===== config.mk =====
export PLATFORM = sky130hd
export DESIGN_NAME = timer_bank
export DESIGN_NICKNAME = d
export VERILOG_FILES = /design/src/rtl/timer_bank_pkg.sv /design/src/rtl/tb_rst_sync.sv /design/src/rtl/dn_timer.sv /design/src/rtl/free_counter.sv /design/src/rtl/timer_bank.sv
export SDC_FILE = /design/constraint.sdc
export NUM_CORES = 1
export LEC_CHECK = 0
export BUFFER_PORTS_ARGS = -buffer_cell sky130_fd_sc_hd__buf_2
export CAP_MARGIN = 40
export CELL_PAD_IN_SITES_DETAIL_PLACEMENT = 1
export CELL_PAD_IN_SITES_GLOBAL_PLACEMENT = 1
export CORE_UTILIZATION = 51
export CTS_CLUSTER_SIZE = 25
export DETAILED_ROUTE_END_ITERATION = 8
export GPL_ROUTABILITY_DRIVEN = 1
export PLACE_DENSITY_LB_ADDON = 0.15
export SLEW_MARGIN = 30
export SYNTH_ARGS = -nofsm -noshare
export SYNTH_HDL_FRONTEND = slang
export SYNTH_SLANG_ARGS = --single-unit

===== constraint.sdc =====
create_clock -name clk -period 9.55 [get_ports clk]
set_input_delay 0.4775 -clock clk [delete_from_list [all_inputs] [get_ports clk]]
set_output_delay 0.4775 -clock clk [all_outputs]
set_load 0.02 [all_outputs]

===== src/rtl/timer_bank_pkg.sv =====
package timer_bank_pkg;
  localparam int unsigned BUS_W   = 32;
  localparam int unsigned ADDR_W  = 4;
  localparam int unsigned NUM_DN  = 3;

  // control field positions
  localparam int unsigned CTL_EN  = 7;
  localparam int unsigned CTL_PER = 6;
  localparam int unsigned CTL_SEL = 3;

  // register slot inside one down-timer window
  typedef enum logic [1:0] {
    SLOT_LOAD  = 2'd0,
    SLOT_COUNT = 2'd1,
    SLOT_CTRL  = 2'd2,
    SLOT_CLR   = 2'd3
  } dn_slot_e;

  localparam logic [1:0] FREE_WIN  = 2'd3;
  localparam logic [1:0] FREE_LOW  = 2'd0;
  localparam logic [1:0] FREE_HIGH = 2'd1;
  localparam int unsigned FREE_EN_BIT = 8;
endpackage


===== src/rtl/tb_rst_sync.sv =====
module tb_rst_sync (
  input  logic clk,
  input  logic rst_n,
  output logic rst_sync_n
);
  logic stage_q;

  always_ff @(posedge clk or negedge rst_n) begin
    if (!rst_n) begin
      stage_q    <= 1'b0;
      rst_sync_n <= 1'b0;
    end else begin
      stage_q    <= 1'b1;
      rst_sync_n <= stage_q;
    end
  end
endmodule


===== src/rtl/dn_timer.sv =====
module dn_timer
  import timer_bank_pkg::*;
#(
  parameter int unsigned WIDTH = 16
) (
  input  logic             clk,
  input  logic             rst_n,
  input  logic             tick_mid,
  input  logic             tick_slow,
  input  logic             wr_load,
  input  logic             wr_ctrl,
  input  logic             wr_clr,
  input  logic [BUS_W-1:0] wdata,
  output logic [WIDTH-1:0] count_o,
  output logic [WIDTH-1:0] load_o,
  output logic [7:0]       ctrl_o,
  output logic             irq_o
);
  localparam logic [WIDTH-1:0] ALL_ONES = {WIDTH{1'b1}};

  logic [WIDTH-1:0] cnt_q, cnt_d;
  logic [WIDTH-1:0] ld_q, ld_d;
  logic             en_q, en_d;
  logic             per_q, per_d;
  logic             sel_q, sel_d;
  logic             irq_q, irq_d;
  logic             tick_pick, step, uflow;

  always_comb begin
    tick_pick = sel_q ? tick_mid : tick_slow;
    step      = en_q && tick_pick;
    uflow     = step && (cnt_q == '0) && !wr_load;

    cnt_d = cnt_q;
    ld_d  = ld_q;
    en_d  = en_q;
    per_d = per_q;
    sel_d = sel_q;
    irq_d = irq_q;

    if (wr_ctrl) begin
      en_d  = wdata[CTL_EN];
      per_d = wdata[CTL_PER];
      sel_d = wdata[CTL_SEL];
    end

    if (wr_load) begin
      ld_d  = wdata[WIDTH-1:0];
      cnt_d = wdata[WIDTH-1:0];
    end else if (step) begin
      if (cnt_q == '0) cnt_d = per_q ? ld_q : ALL_ONES;
      else             cnt_d = cnt_q - 1'b1;
    end

    if (wr_clr) irq_d = 1'b0;
    if (uflow)  irq_d = 1'b1;
  end

  always_ff @(posedge clk or negedge rst_n) begin
    if (!rst_n) begin
      cnt_q <= '0;
      ld_q  <= '0;
      en_q  <= 1'b0;
      per_q <= 1'b0;
      sel_q <= 1'b0;
      irq_q <= 1'b0;
    end else begin
      cnt_q <= cnt_d;
      ld_q  <= ld_d;
      en_q  <= en_d;
      per_q <= per_d;
      sel_q <= sel_d;
      irq_q <= irq_d;
    end
  end

  always_comb begin
    ctrl_o          = '0;
    ctrl_o[CTL_EN]  = en_q;
    ctrl_o[CTL_PER] = per_q;
    ctrl_o[CTL_SEL] = sel_q;
  end

  assign count_o = cnt_q;
  assign load_o  = ld_q;
  assign irq_o   = irq_q;

  AST_IRQ_STICKY: assert property (@(posedge clk) disable iff (!rst_n)
    (irq_o && !wr_clr) |=> irq_o);
  AST_CLR_DROPS: assert property (@(posedge clk) disable iff (!rst_n)
    (wr_clr && !(en_q && tick_pick && count_o == '0 && !wr_load)) |=> !irq_o);
  AST_UFLOW_IRQ: assert property (@(posedge clk) disable iff (!rst_n)
    (ctrl_o[CTL_EN] && tick_pick && count_o == '0 && !wr_load) |=> irq_o);
  AST_PERIODIC_RELOAD: assert property (@(posedge clk) disable iff (!rst_n)
    (ctrl_o[CTL_EN] && ctrl_o[CTL_PER] && tick_pick && count_o == '0 && !wr_load)
      |=> count_o == $past(load_o));
  AST_HOLD_DISABLED: assert property (@(posedge clk) disable iff (!rst_n)
    (!ctrl_o[CTL_EN] && !wr_load) |=> $stable(count_o));
endmodule


===== src/rtl/free_counter.sv =====
module free_counter #(
  parameter int unsigned WIDTH = 40
) (
  input  logic             clk,
  input  logic             rst_n,
  input  logic             tick,
  input  logic             wr_en,
  input  logic             en_val,
  output logic [WIDTH-1:0] count_o,
  output logic             en_o
);
  logic [WIDTH-1:0] cnt_q, cnt_d;
  logic             en_q, en_d;

  always_comb begin
    en_d  = wr_en ? en_val : en_q;
    cnt_d = (en_q && tick) ? cnt_q + 1'b1 : cnt_q;
  end

  always_ff @(posedge clk or negedge rst_n) begin
    if (!rst_n) begin
      cnt_q <= '0;
      en_q  <= 1'b0;
    end else begin
      cnt_q <= cnt_d;
      en_q  <= en_d;
    end
  end

  assign count_o = cnt_q;
  assign en_o    = en_q;

  AST_FREE_STEP: assert property (@(posedge clk) disable iff (!rst_n)
    (en_o && tick) |=> count_o == $past(count_o) + 1'b1);
  AST_FREE_HOLD: assert property (@(posedge clk) disable iff (!rst_n)
    (!en_o || !tick) |=> $stable(count_o));
endmodule


===== src/rtl/timer_bank.sv =====
module timer_bank
  import timer_bank_pkg::*;
#(
  parameter int unsigned NARROW_W = 16,
  parameter int unsigned WIDE_W   = 32,
  parameter int unsigned FREE_W   = 40
) (
  input  logic              clk,
  input  logic              rst_n,
  input  logic              tick_mid,
  input  logic              tick_slow,
  input  logic              tick_fast,
  input  logic              bus_wr,
  input  logic [ADDR_W-1:0] bus_addr,
  input  logic [BUS_W-1:0]  bus_wdata,
  output logic [BUS_W-1:0]  bus_rdata,
  output logic [NUM_DN-1:0] irq
);
  localparam int unsigned FREE_HI_W = FREE_W - BUS_W;

  logic              rst_ni;
  logic [1:0]        win;
  logic [1:0]        slot;
  logic [BUS_W-1:0]  dn_load  [NUM_DN];
  logic [BUS_W-1:0]  dn_count [NUM_DN];
  logic [7:0]        dn_ctrl  [NUM_DN];
  logic [FREE_W-1:0] free_cnt;
  logic              free_en;
  logic              free_wr;

  tb_rst_sync u_rst (
    .clk       (clk),
    .rst_n     (rst_n),
    .rst_sync_n(rst_ni)
  );

  assign win  = bus_addr[3:2];
  assign slot = bus_addr[1:0];

  for (genvar k = 0; k < NUM_DN; k++) begin : g_dn
    localparam int unsigned W = (k == NUM_DN - 1) ? WIDE_W : NARROW_W;
    logic [W-1:0] cnt_w, ld_w;
    logic         sel_me;

    assign sel_me = bus_wr && (win == 2'(k));

    dn_timer #(.WIDTH(W)) u_tmr (
      .clk      (clk),
      .rst_n    (rst_ni),
      .tick_mid (tick_mid),
      .tick_slow(tick_slow),
      .wr_load  (sel_me && slot == SLOT_LOAD),
      .wr_ctrl  (sel_me && slot == SLOT_CTRL),
      .wr_clr   (sel_me && slot == SLOT_CLR),
      .wdata    (bus_wdata),
      .count_o  (cnt_w),
      .load_o   (ld_w),
      .ctrl_o   (dn_ctrl[k]),
      .irq_o    (irq[k])
    );

    assign dn_count[k] = BUS_W'(cnt_w);
    assign dn_load[k]  = BUS_W'(ld_w);
  end

  assign free_wr = bus_wr && win == FREE_WIN && slot == FREE_HIGH;

  free_counter #(.WIDTH(FREE_W)) u_free (
    .clk    (clk),
    .rst_n  (rst_ni),
    .tick   (tick_fast),
    .wr_en  (free_wr),
    .en_val (bus_wdata[FREE_EN_BIT]),
    .count_o(free_cnt),
    .en_o   (free_en)
  );

  always_comb begin
    bus_rdata = '0;
    if (win == FREE_WIN) begin
      if (slot == FREE_LOW) begin
        bus_rdata = free_cnt[BUS_W-1:0];
      end else if (slot == FREE_HIGH) begin
        bus_rdata[FREE_HI_W-1:0] = free_cnt[FREE_W-1:BUS_W];
        bus_rdata[FREE_EN_BIT]   = free_en;
      end
    end else begin
      case (slot)
        SLOT_LOAD:  bus_rdata = dn_load[win];
        SLOT_COUNT: bus_rdata = dn_count[win];
        SLOT_CTRL:  bus_rdata = BUS_W'(dn_ctrl[win]);
        default:    bus_rdata = '0;
      endcase
    end
  end

  AST_IRQ_IDLE_RESET: assert property (@(posedge clk) disable iff (!rst_ni)
    $rose(rst_ni) |-> irq == '0);
endmodule


==> impl_results.md <==
- Root Buffer: clkbuf_16
- Total congestion overflow: 0
- Cell count after synthesis: 1284
- Starting Density: 0.5240
- Worst EP required: 9.86 ns
- Slew margin rel.: 0.4391
- Final number of max-transition violations: 0
- Period utilization: 0.3470
- Worst Setup Start Kind: flip-flop
- CP endpoint kind: flip-flop
- CP arrival: 3.62 ns
- Clock latency on the worst-skew pair: 0.44 ns
- Via count: 10550
- Seq/Total Area, Yosys: 0.4131
- Critical-path maximum fanout: 16
- HP Class: primary input to flip-flop
- Ranking of synthesized cells by area: dfrtp_1 41%, nand2_1 9.3%, mux2i_1 4.1%
- Die width: 149.4 um
- Detailed Routing Iterations Pass 1: 7
- Async SR Flop Fraction: 1.000
- Wire per inst: 25.14 um
- Row cnt: 53
- Vias in the first global route: 10500
- Slowest cell on crit path: or4_1
- RSZ-0062 raised after global routing: no
- Post-synth top area share: 0.4131
- Worst Max-Slew Pin Slew: 0.8394 ns
- Routed Antenna Nets: 0
- Area Growth Syn to Fin: 10.46%
- Core Box Area: 0.02115 mm2
- All-Layer GR Usage: 0.3696
- Post-DP HPWL: 27.88 mm
- Pre-CTS worst setup slack: 5.956 ns
- Ys Warns: 0
- Layout cell share with drive strength beyond 1: 0.1369
- First DRT Iteration DRCs: 789
- Fin. Hold Viols: 0
- Syn_area_per_cell: 8.634 um2
- F_max: 301.7 MHz
- Worst path max stage delay: 0.85 ns
- Residual DRC: 0
- Final setup viols: 0
- Area leader, netlist: dfrtp_1
- Crit path kind: flip-flop to flip-flop
- Peak VDD IR: 0.1320 mV
- H-tree levels: 4
- Worst path cell trace: or4_1 -> nor4_4 -> nand4_1 -> o221ai_1 -> nand3_1
- Post-layout worst setup margin: 6.236 ns
- Die ar.: 0.02233 mm2
- Fin Clk Skew: 0.01234 ns
- Power Dens Cells: 251.8 mW/mm2
- Fin util: 0.5789
- Vias per Instance: 6.604
- PortBufs: 76
- Status: finished clean
- TNS Setup: 0 ns
- Nets@finish: 1358
- Max cap viols: 0
- Synthesized flop and latch total: 183
- I/O pin count: 77
- Max Root-Sink Buffers: 2
- Clock transition at the registers of the reported paths: 0.08 ns
- Syn nets: 1333
- Clock sink count: 183
- Post-synthesis cell area: 0.01109 mm2
- CTS buffer count: 17
- EDFF count, synth: 0
- TritonCTS clock tree: built
- Die Y: 149.4 um
- Diodes inserted: 0
- Leakage power figure: 5.559 nW
- Min Tclk post-route: 3.314 ns
- Netlist cell types: 76
- Final RePlAce weighted congestion: 0.9555
- Initial antenna violation count: 1
- Global-route wire length before repair: 61.73 mm
- Ys flop type: dfrtp_1
- Final WL: 40.15 mm
- Power Total: 0.003084 W
- Largest net degree at the start of global routing: 82
final timing paths:
kind                            slack, ns                             startpoint                                    end  depth (start not counted)
worst max-delay path                 6.24  g_dn[2].u_tmr.count_o[14]$_DFFE_PN0P_  g_dn[2].u_tmr.count_o[12]$_DFFE_PN0P_                          5
worst min-delay path                 0.24                          bus_wdata[26]   g_dn[2].u_tmr.load_o[26]$_DFFE_PN0P_                          3
worst max register to register       6.24  g_dn[2].u_tmr.count_o[14]$_DFFE_PN0P_  g_dn[2].u_tmr.count_o[12]$_DFFE_PN0P_                          5
worst min register to register       0.28             u_rst.rst_sync_n$_DFF_PN0_   g_dn[0].u_tmr.count_o[9]$_DFFE_PN0P_                          0
max in group asynchronous            7.36             u_rst.rst_sync_n$_DFF_PN0_  g_dn[2].u_tmr.count_o[13]$_DFFE_PN0P_                          3
min in group asynchronous            0.28             u_rst.rst_sync_n$_DFF_PN0_   g_dn[0].u_tmr.count_o[9]$_DFFE_PN0P_                          0
worst max-delay path: cells and delay by family, from the launching register on:
family	cells	cell delay, ns
DFF	1	0.48
and+or+nand+nor	4	2.24
AOI/OAI and AO/OA	1	0.46
layout make-up:
class / instances / area [um2]
Fill cell: 2521 / 8909
Multi-Input combinational cell: 989 / 6060
Sequential cell: 183 / 4583
Timing Repair Buffer: 99 / 585.6
Clock buffer: 17 / 425.4
Tap cell: 275 / 344.1
Clock inverter: 15 / 176.4
Inverter: 19 / 71.32
cells in the mapped netlist (5+ instances only):
| master | count |
|---|---|
| a211oi_1 | 10 |
| a21oi_1 | 29 |
| a222oi_1 | 6 |
| a22oi_1 | 52 |
| and2_1 | 8 |
| and3_1 | 18 |
| and4_1 | 7 |
| buf_1 | 5 |
| buf_2 | 7 |
| buf_4 | 6 |
| clkbuf_1 | 71 |
| dfrtp_1 | 183 |
| ha_1 | 7 |
| inv_1 | 18 |
| mux2_2 | 16 |
| mux2i_1 | 45 |
| mux4_2 | 7 |
| nand2_1 | 276 |
| nand2b_1 | 5 |
| nand3_1 | 41 |
| nand4_1 | 12 |
| nand4b_1 | 8 |
| nor2_1 | 80 |
| nor3_1 | 53 |
| nor3b_1 | 5 |
| nor4_1 | 17 |
| o211ai_1 | 5 |
| o21ai_0 | 81 |
| o221ai_1 | 6 |
| o31ai_1 | 35 |
| or2_2 | 7 |
| or3_1 | 6 |
| or4_1 | 17 |
| xnor2_1 | 43 |
| xor2_1 | 24 |
cells in the final DEF, fill, tap and decap left out, types with 8 or more instances in the layout:
master / Yosys / routed
nand2_1: 276 / 276
dfrtp_1: 183 / 182
o21ai_0: 81 / 81
nor2_1: 80 / 79
buf_2: 7 / 76
a22oi_1: 52 / 52
nor3_1: 53 / 51
mux2i_1: 45 / 45
xnor2_1: 43 / 43
nand3_1: 41 / 41
o31ai_1: 35 / 35
a21oi_1: 29 / 29
xor2_1: 24 / 24
inv_1: 18 / 18
and3_1: 18 / 18
or4_1: 17 / 17
nor4_1: 17 / 17
clkbuf_16: 0 / 17
mux2_2: 16 / 16
nand4_1: 12 / 12
buf_4: 6 / 12
a211oi_1: 10 / 9
nand4b_1: 8 / 8
logic make-up (layout without fill, tap and decap cells):
family,after synthesis,after routing,synth area share
adders and majority gates,7,7,0.007900
other,1,1,0.0003383
and+or+nand+nor,581,581,0.2490
DFF,183,183,0.4131
xor gates and xnor gates,67,67,0.05293
buffers and inverters,112,150,0.04379
muxes,68,68,0.07111
AOI/OAI and AO/OA,265,265,0.1619
per-stage QoR:
step | instances | hold slack (ns) | instance area [um2]
detailed placement | 1556 | 0.2650 | 11560
global placement | 1554 | 0.2654 | 11510
floorplan | 1284 | 0.1819 | 11090
finish | 1597 | 0.2359 | 12250
global route | 1597 | 0.2399 | 12250
CTS | 1589 | 0.2333 | 12170
flip-flops by register name, indices dropped and copies added, names as in the netlist:
register	flops
g_dn.u_tmr.count_o	64
g_dn.u_tmr.en_q	3
g_dn.u_tmr.irq_o	3
g_dn.u_tmr.load_o	64
g_dn.u_tmr.per_q	3
g_dn.u_tmr.sel_q	3
u_free.count_o	40
u_free.en_o	1
u_rst.rst_sync_n	1
u_rst.stage_q	1
power breakdown:
part           internal, W  switching, W  leakage, nW
Clock             0.000378      0.000363        0.298
Sequential        0.000962      0.000323         2.37
Combinational     0.000416      0.000641         2.90
Total              0.00176       0.00133         5.56
layer usage:
metal,up-vias,global-route usage,wire length (um)
li1,4656,-,-
met1,5333,0.4980,16770
met2,458,0.5819,18820
met3,98,0.08506,3208
met4,2,0.1301,1336
met5,-,0,12
what timing repair did:
action                    CTS  global route
hold buffers                1             0
buffers inserted            0             0
resized for setup           0             0
hold endpoints to repair    2             0
Power figures use the tool's default switching activity.
